[src/rtl/fcb_pkg.sv]
package fcb_pkg;

  typedef enum logic [1:0] {
    WR_PLAIN = 2'b00,
    WR_SET   = 2'b01,
    WR_CLEAR = 2'b10,
    WR_NONE  = 2'b11
  } wr_kind_e;

  // Bound a raw divisor field into the legal window.
  function automatic int unsigned clamp_div(input int unsigned raw,
                                            input int unsigned lo,
                                            input int unsigned hi);
    if (raw < lo) return lo;
    if (raw > hi) return hi;
    return raw;
  endfunction

  // True when one more numerator step crosses the divisor.
  function automatic logic step_fires(input int unsigned phase,
                                      input int unsigned numer,
                                      input int unsigned divisor);
    return (phase + numer) >= divisor;
  endfunction

  // Phase left after one step, with or without a pulse.
  function automatic int unsigned step_phase(input int unsigned phase,
                                             input int unsigned numer,
                                             input int unsigned divisor);
    int unsigned total;
    total = phase + numer;
    if (total >= divisor) return total - divisor;
    return total;
  endfunction

endpackage

[src/rtl/fcb_ctrl_reg.sv]
module fcb_ctrl_reg
  import fcb_pkg::*;
#(
  parameter int NUM_CH   = 4,
  parameter int LANE_W   = 8,
  parameter int FRAC_W   = 6,
  parameter int RST_FRAC = 18
) (
  input  logic                       clk,
  input  logic                       rst_n,
  input  logic                       wr_en,
  input  logic [1:0]                 wr_kind,
  input  logic [NUM_CH*LANE_W-1:0]   wr_data,
  output logic [NUM_CH*LANE_W-1:0]   ctrl_q
);
  localparam int REG_W  = NUM_CH * LANE_W;
  localparam int DEAD_W = LANE_W - 1 - FRAC_W;

  logic [REG_W-1:0] live_mask;
  logic [REG_W-1:0] rst_word;
  logic [REG_W-1:0] word_nxt;

  // Per-lane layout: gate-off on top, dead bits in between, divisor at bottom.
  for (genvar n = 0; n < NUM_CH; n++) begin : g_lane
    assign live_mask[n*LANE_W +: LANE_W] = {1'b1, {DEAD_W{1'b0}}, {FRAC_W{1'b1}}};
    assign rst_word[n*LANE_W +: LANE_W]  = {1'b1, {DEAD_W{1'b0}}, FRAC_W'(RST_FRAC)};
  end

  always_comb begin
    word_nxt = ctrl_q;
    if (wr_en) begin
      unique case (wr_kind_e'(wr_kind))
        WR_PLAIN: word_nxt = wr_data;
        WR_SET:   word_nxt = ctrl_q | wr_data;
        WR_CLEAR: word_nxt = ctrl_q & ~wr_data;
        default:  word_nxt = ctrl_q;
      endcase
    end
  end

  always_ff @(posedge clk or negedge rst_n) begin
    if (!rst_n) ctrl_q <= rst_word;
    else        ctrl_q <= word_nxt & live_mask;
  end

endmodule

[src/rtl/fcb_lane_decode.sv]
module fcb_lane_decode
  import fcb_pkg::*;
#(
  parameter int LANE_W   = 8,
  parameter int FRAC_W   = 6,
  parameter int FRAC_MIN = 18,
  parameter int FRAC_MAX = 35
) (
  input  logic [LANE_W-1:0] lane,
  output logic              gate_off,
  output logic [FRAC_W-1:0] frac_eff
);
  localparam int GATE_BIT = LANE_W - 1;

  assign gate_off = lane[GATE_BIT];
  assign frac_eff = FRAC_W'(clamp_div(32'(lane[FRAC_W-1:0]), FRAC_MIN, FRAC_MAX));

endmodule

[src/rtl/fcb_phase_acc.sv]
module fcb_phase_acc
  import fcb_pkg::*;
#(
  parameter int FRAC_W = 6,
  parameter int NUMER  = 18,
  parameter int ACC_W  = 6
) (
  input  logic              clk,
  input  logic              rst_n,
  input  logic              gate_off,
  input  logic [FRAC_W-1:0] frac_eff,
  output logic              fire,
  output logic [ACC_W-1:0]  phase_q,
  output logic              ce
);
  logic [ACC_W-1:0] phase_nxt;

  assign fire      = step_fires(32'(phase_q), NUMER, 32'(frac_eff));
  assign phase_nxt = ACC_W'(step_phase(32'(phase_q), NUMER, 32'(frac_eff)));

  always_ff @(posedge clk or negedge rst_n) begin
    if (!rst_n) begin
      phase_q <= '0;
      ce      <= 1'b0;
    end else if (gate_off) begin
      phase_q <= '0;
      ce      <= 1'b0;
    end else begin
      phase_q <= phase_nxt;
      ce      <= fire;
    end
  end

endmodule

[src/rtl/fracclk_bank.sv]
module fracclk_bank
  import fcb_pkg::*;
#(
  parameter int NUM_CH   = 4,
  parameter int LANE_W   = 8,
  parameter int FRAC_W   = 6,
  parameter int NUMER    = 18,
  parameter int FRAC_MIN = 18,
  parameter int FRAC_MAX = 35
) (
  input  logic                      clk,
  input  logic                      rst_n,
  input  logic                      wr_en,
  input  logic [1:0]                wr_kind,
  input  logic [NUM_CH*LANE_W-1:0]  wr_data,
  output logic [NUM_CH*LANE_W-1:0]  rd_data,
  output logic [NUM_CH-1:0]         ce_out
);
  localparam int REG_W = NUM_CH * LANE_W;
  localparam int ACC_W = $clog2(FRAC_MAX + NUMER);

  // Named internal events for the checker.
  logic [REG_W-1:0]              ctrl_q;
  logic [NUM_CH-1:0]             lane_gate_off;
  logic [NUM_CH-1:0][FRAC_W-1:0] lane_frac;
  logic [NUM_CH-1:0][ACC_W-1:0]  lane_acc;
  logic [NUM_CH-1:0]             lane_fire;

  fcb_ctrl_reg #(
    .NUM_CH  (NUM_CH),
    .LANE_W  (LANE_W),
    .FRAC_W  (FRAC_W),
    .RST_FRAC(FRAC_MIN)
  ) u_reg (
    .clk    (clk),
    .rst_n  (rst_n),
    .wr_en  (wr_en),
    .wr_kind(wr_kind),
    .wr_data(wr_data),
    .ctrl_q (ctrl_q)
  );

  assign rd_data = ctrl_q;

  for (genvar n = 0; n < NUM_CH; n++) begin : g_ch
    fcb_lane_decode #(
      .LANE_W  (LANE_W),
      .FRAC_W  (FRAC_W),
      .FRAC_MIN(FRAC_MIN),
      .FRAC_MAX(FRAC_MAX)
    ) u_dec (
      .lane    (ctrl_q[n*LANE_W +: LANE_W]),
      .gate_off(lane_gate_off[n]),
      .frac_eff(lane_frac[n])
    );

    fcb_phase_acc #(
      .FRAC_W(FRAC_W),
      .NUMER (NUMER),
      .ACC_W (ACC_W)
    ) u_acc (
      .clk     (clk),
      .rst_n   (rst_n),
      .gate_off(lane_gate_off[n]),
      .frac_eff(lane_frac[n]),
      .fire    (lane_fire[n]),
      .phase_q (lane_acc[n]),
      .ce      (ce_out[n])
    );
  end

endmodule

[config.mk]
export PLATFORM = sky130hd
export DESIGN_NAME = fracclk_bank
export DESIGN_NICKNAME = d
export VERILOG_FILES = /design/src/rtl/fcb_pkg.sv /design/src/rtl/fcb_ctrl_reg.sv /design/src/rtl/fcb_lane_decode.sv /design/src/rtl/fcb_phase_acc.sv /design/src/rtl/fracclk_bank.sv
export SDC_FILE = /design/constraint.sdc
export NUM_CORES = 1
export LEC_CHECK = 0
export ABC_AREA = 1
export ABC_CLOCK_PERIOD_IN_PS = 3000
export BUFFER_PORTS_ARGS = -buffer_cell sky130_fd_sc_hd__clkbuf_2
export CAP_MARGIN = 20
export CORE_ASPECT_RATIO = 2
export CORE_MARGIN = 3
export CORE_UTILIZATION = 30
export DETAILED_ROUTE_END_ITERATION = 8
export GPL_TIMING_DRIVEN = 0
export MAX_ROUTING_LAYER = met4
export SYNTH_ARGS = -nofsm -noshare
export SYNTH_HDL_FRONTEND = slang
export SYNTH_SLANG_ARGS = --single-unit
[constraint.sdc]
create_clock -name clk -period 3 [get_ports clk]
set_input_delay 0 -clock clk [delete_from_list [all_inputs] [get_ports clk]]
set_output_delay 0 -clock clk [all_outputs]
set_load 0.01 [all_outputs]
==> flow_summary.json <==
{
  "critPathMaxFanout": 8,
  "cts_sinks": 56,
  "core_area_mm2": 0.0136,
  "h-tree-depth": 2,
  "max_freq_mhz": 412,
  "post-cts-setup-buffers": 0,
  "tightest_slew_ns": 0.795,
  "fin_tns_setup_ns": 0,
  "core.rowCount": 60,
  "num_vias": 3739,
  "fp.dieW_um": 89.5,
  "grt_overflow": 0,
  "io_pins": 73,
  "gr-usage-all-layers": 0.147,
  "totalPowerFinal_mw": 5.51,
  "route.detailed.drc": 0,
  "setup_viol": 0,
  "clk_latency_ns": 0.30,
  "clock_path_buffers": 2,
  "drive_above_1_share": 0.242,
  "vias_per_cell": 4.76,
  "syn_to_final_growth_pct": 23.8,
  "cp-start-kind": "register",
  "postRouteAntennaNets": 0,
  "nets": 671,
  "grt_pass1_wl_mm": 17.7,
  "rsz0062_at_grt": "no",
  "synthCells": 495,
  "drv_cap": 0,
  "final_common_cell": "nand2_1",
  "cts.clk_slew.worst_paths_ns": 0.07,
  "antenna_found_initial": 0,
  "dpl_cell_area_mm2": 0.00475,
  "fin_skew_ns": 0.00601,
  "ir_drop_uv": 356,
  "yosys_register_bits": 56,
  "relSlewSlack": 0.470,
  "synth.distinct_cells": 37,
  "cts_buffers": 5,
  "drtIter0Drc": 103,
  "fin_crit_ns": 2.42,
  "critical_path_arrival_ns": 2.61,
  "wirelength_mm": 10.4,
  "path_class": "reg -> reg",
  "cts_tree": "built",
  "final_area_mm2": 0.00518,
  "min_path_type": "in -> reg",
  "start_util": 0.308,
  "grt_pass1_vias": 3964,
  "place_congestion": 0.893,
  "holdWs_ns": 0.168,
  "status": "finished clean",
  "slew_viol_final": 0,
  "cp.required_ns": 3.19,
  "power.leakage_nw": 2.65,
  "place.detailed.hpwl_mm": 8.07,
  "syn_area_mm2": 0.00419,
  "cts-root-buf": "clkbuf_16",
  "hold_violations": 0,
  "syn_area_per_cell_um2": 8.46,
  "yosysSeqAreaShare": 0.338,
  "antenna_cells": 0,
  "die-area_mm2": 0.0155,
  "post_drt_wl_per_cell_um": 13.3,
  "die_height_um": 173,
  "layout_common_cells": "nand2_1, inv_1, clkbuf_2",
  "grt_max_degree": 57,
  "final.period_utilization": 0.808,
  "drt-pass1-iter-count": 4,
  "power_per_cell_area_mw_per_mm2": 1060,
  "io_buffer_count": 64,
  "yosysWarnings": 0,
  "end_kind": "register"
}
[timing repair]
action / CTS / global route
hold buffers: 29 / 0
resized for setup: 0 / 0
endpoints found under the hold margin: 72 / 0
[cells by family (layout without fill, tap and decap cells)]
kind of cell | count (synthesis) | after routing | share of synthesized area
simple gates | 186 | 186 | 0.226
buf+inv | 100 | 201 | 0.108
compound gates | 91 | 91 | 0.158
flops | 56 | 56 | 0.338
fa+ha+maj | 36 | 36 | 0.115
xor+xnor | 25 | 25 | 0.0541
other cells | 1 | 4 | 0.000895
[area by class of cell]
type / count / area (µm²)
fillers: 1382 / 8410
multi-input cells: 342 / 2330
flip-flops and latches: 56 / 1420
repair buffers: 93 / 613
inverters: 75 / 282
well taps: 186 / 233
plain buffers: 25 / 173
clock buffers: 7 / 133
clock inverters: 1 / 5.00
[registers in the layout, indices dropped and copies added (netlist names)]
signal,count
g_ch.u_acc.phase_q,24
g_ch.u_acc.ce,4
u_reg.ctrl_q,28
[power breakdown]
part	total [mW]	switching [mW]	internal, mW
Combinational	3.73	2.22	1.51
Sequential	1.20	0.170	1.03
Clock	0.589	0.278	0.310
[final timing paths]
path	startpoint	endpoint	depth (start not counted)	slack [ns]
max in group asynchronous	rst_n	u_reg.ctrl_q[19]$_DFFE_PN0P_	2	2.13
worst max register to register	u_reg.ctrl_q[17]$_DFFE_PN1P_	g_ch[2].u_acc.phase_q[3]$_DFF_PN0_	13	0.58
worst max-delay path	u_reg.ctrl_q[17]$_DFFE_PN1P_	g_ch[2].u_acc.phase_q[3]$_DFF_PN0_	13	0.58
worst min-delay path	wr_kind[0]	u_reg.ctrl_q[7]$_DFFE_PN1P_	4	0.17
worst min register to register	g_ch[3].u_acc.phase_q[0]$_DFFE_PN0P_	g_ch[3].u_acc.phase_q[0]$_DFFE_PN0P_	2	0.48
min in group asynchronous	rst_n	g_ch[0].u_acc.phase_q[1]$_DFF_PN0_	2	0.35
[cell usage after synthesis (all sizes together)]
cell | count | share of area
nand2 | 87 | 0.086
inv | 75 | 0.067
nand3 | 46 | 0.058
dfrtp | 44 | 0.26
a21oi | 33 | 0.043
ha | 32 | 0.096
o21ai | 29 | 0.053
a22o | 27 | 0.056
nand4 | 26 | 0.039
buf | 19 | 0.035
xor2 | 16 | 0.033
nor2 | 14 | 0.020
dfstp | 12 | 0.075
xnor2 | 9 | 0.021
clkbuf | 6 | 0.0063
nand3b | 6 | 0.011
nor3 | 6 | 0.0099
fa | 4 | 0.019
a22oi | 1 | 0.0030
conb | 1 | 0.00090
o211ai | 1 | 0.0030
or2 | 1 | 0.0021
[critical path, cell delays in order (launching register included)]
cell     delay (ns)
dfstp_2        0.58
inv_1          0.05
a21oi_1        0.18
nor2_1         0.07
nor3_1         0.31
ha_1           0.34
nand3_1        0.10
nand3_1        0.11
nand2_1        0.08
nand2_1        0.06
nand2_2        0.15
nand2_2        0.13
nand3_1        0.09
nand2_1        0.06
[metrics by stage]
step | std cells | setup slack, ns | util
2_1_floorplan | 498 | 0.876 | -
3_3_place_gp | 748 | 0.648 | 0.350
3_5_place_dp | 748 | 0.574 | 0.350
4_1_cts | 785 | 0.550 | 0.381
5_1_grt | 785 | 0.308 | 0.381
6_report | 785 | 0.576 | 0.381
[metal layers]
layer  share of wire  vias to the layer above  wire length [µm]  GRT usage
met3           0.024                       23               246     0.0129
met2            0.57                       81              5960      0.272
met5               0                        -                 0          -
met1            0.37                     1775              3900      0.148
met4           0.031                        0               323     0.0646
li1                -                     1860                 -          -
Note: power is estimated with default switching activity, not from simulation.
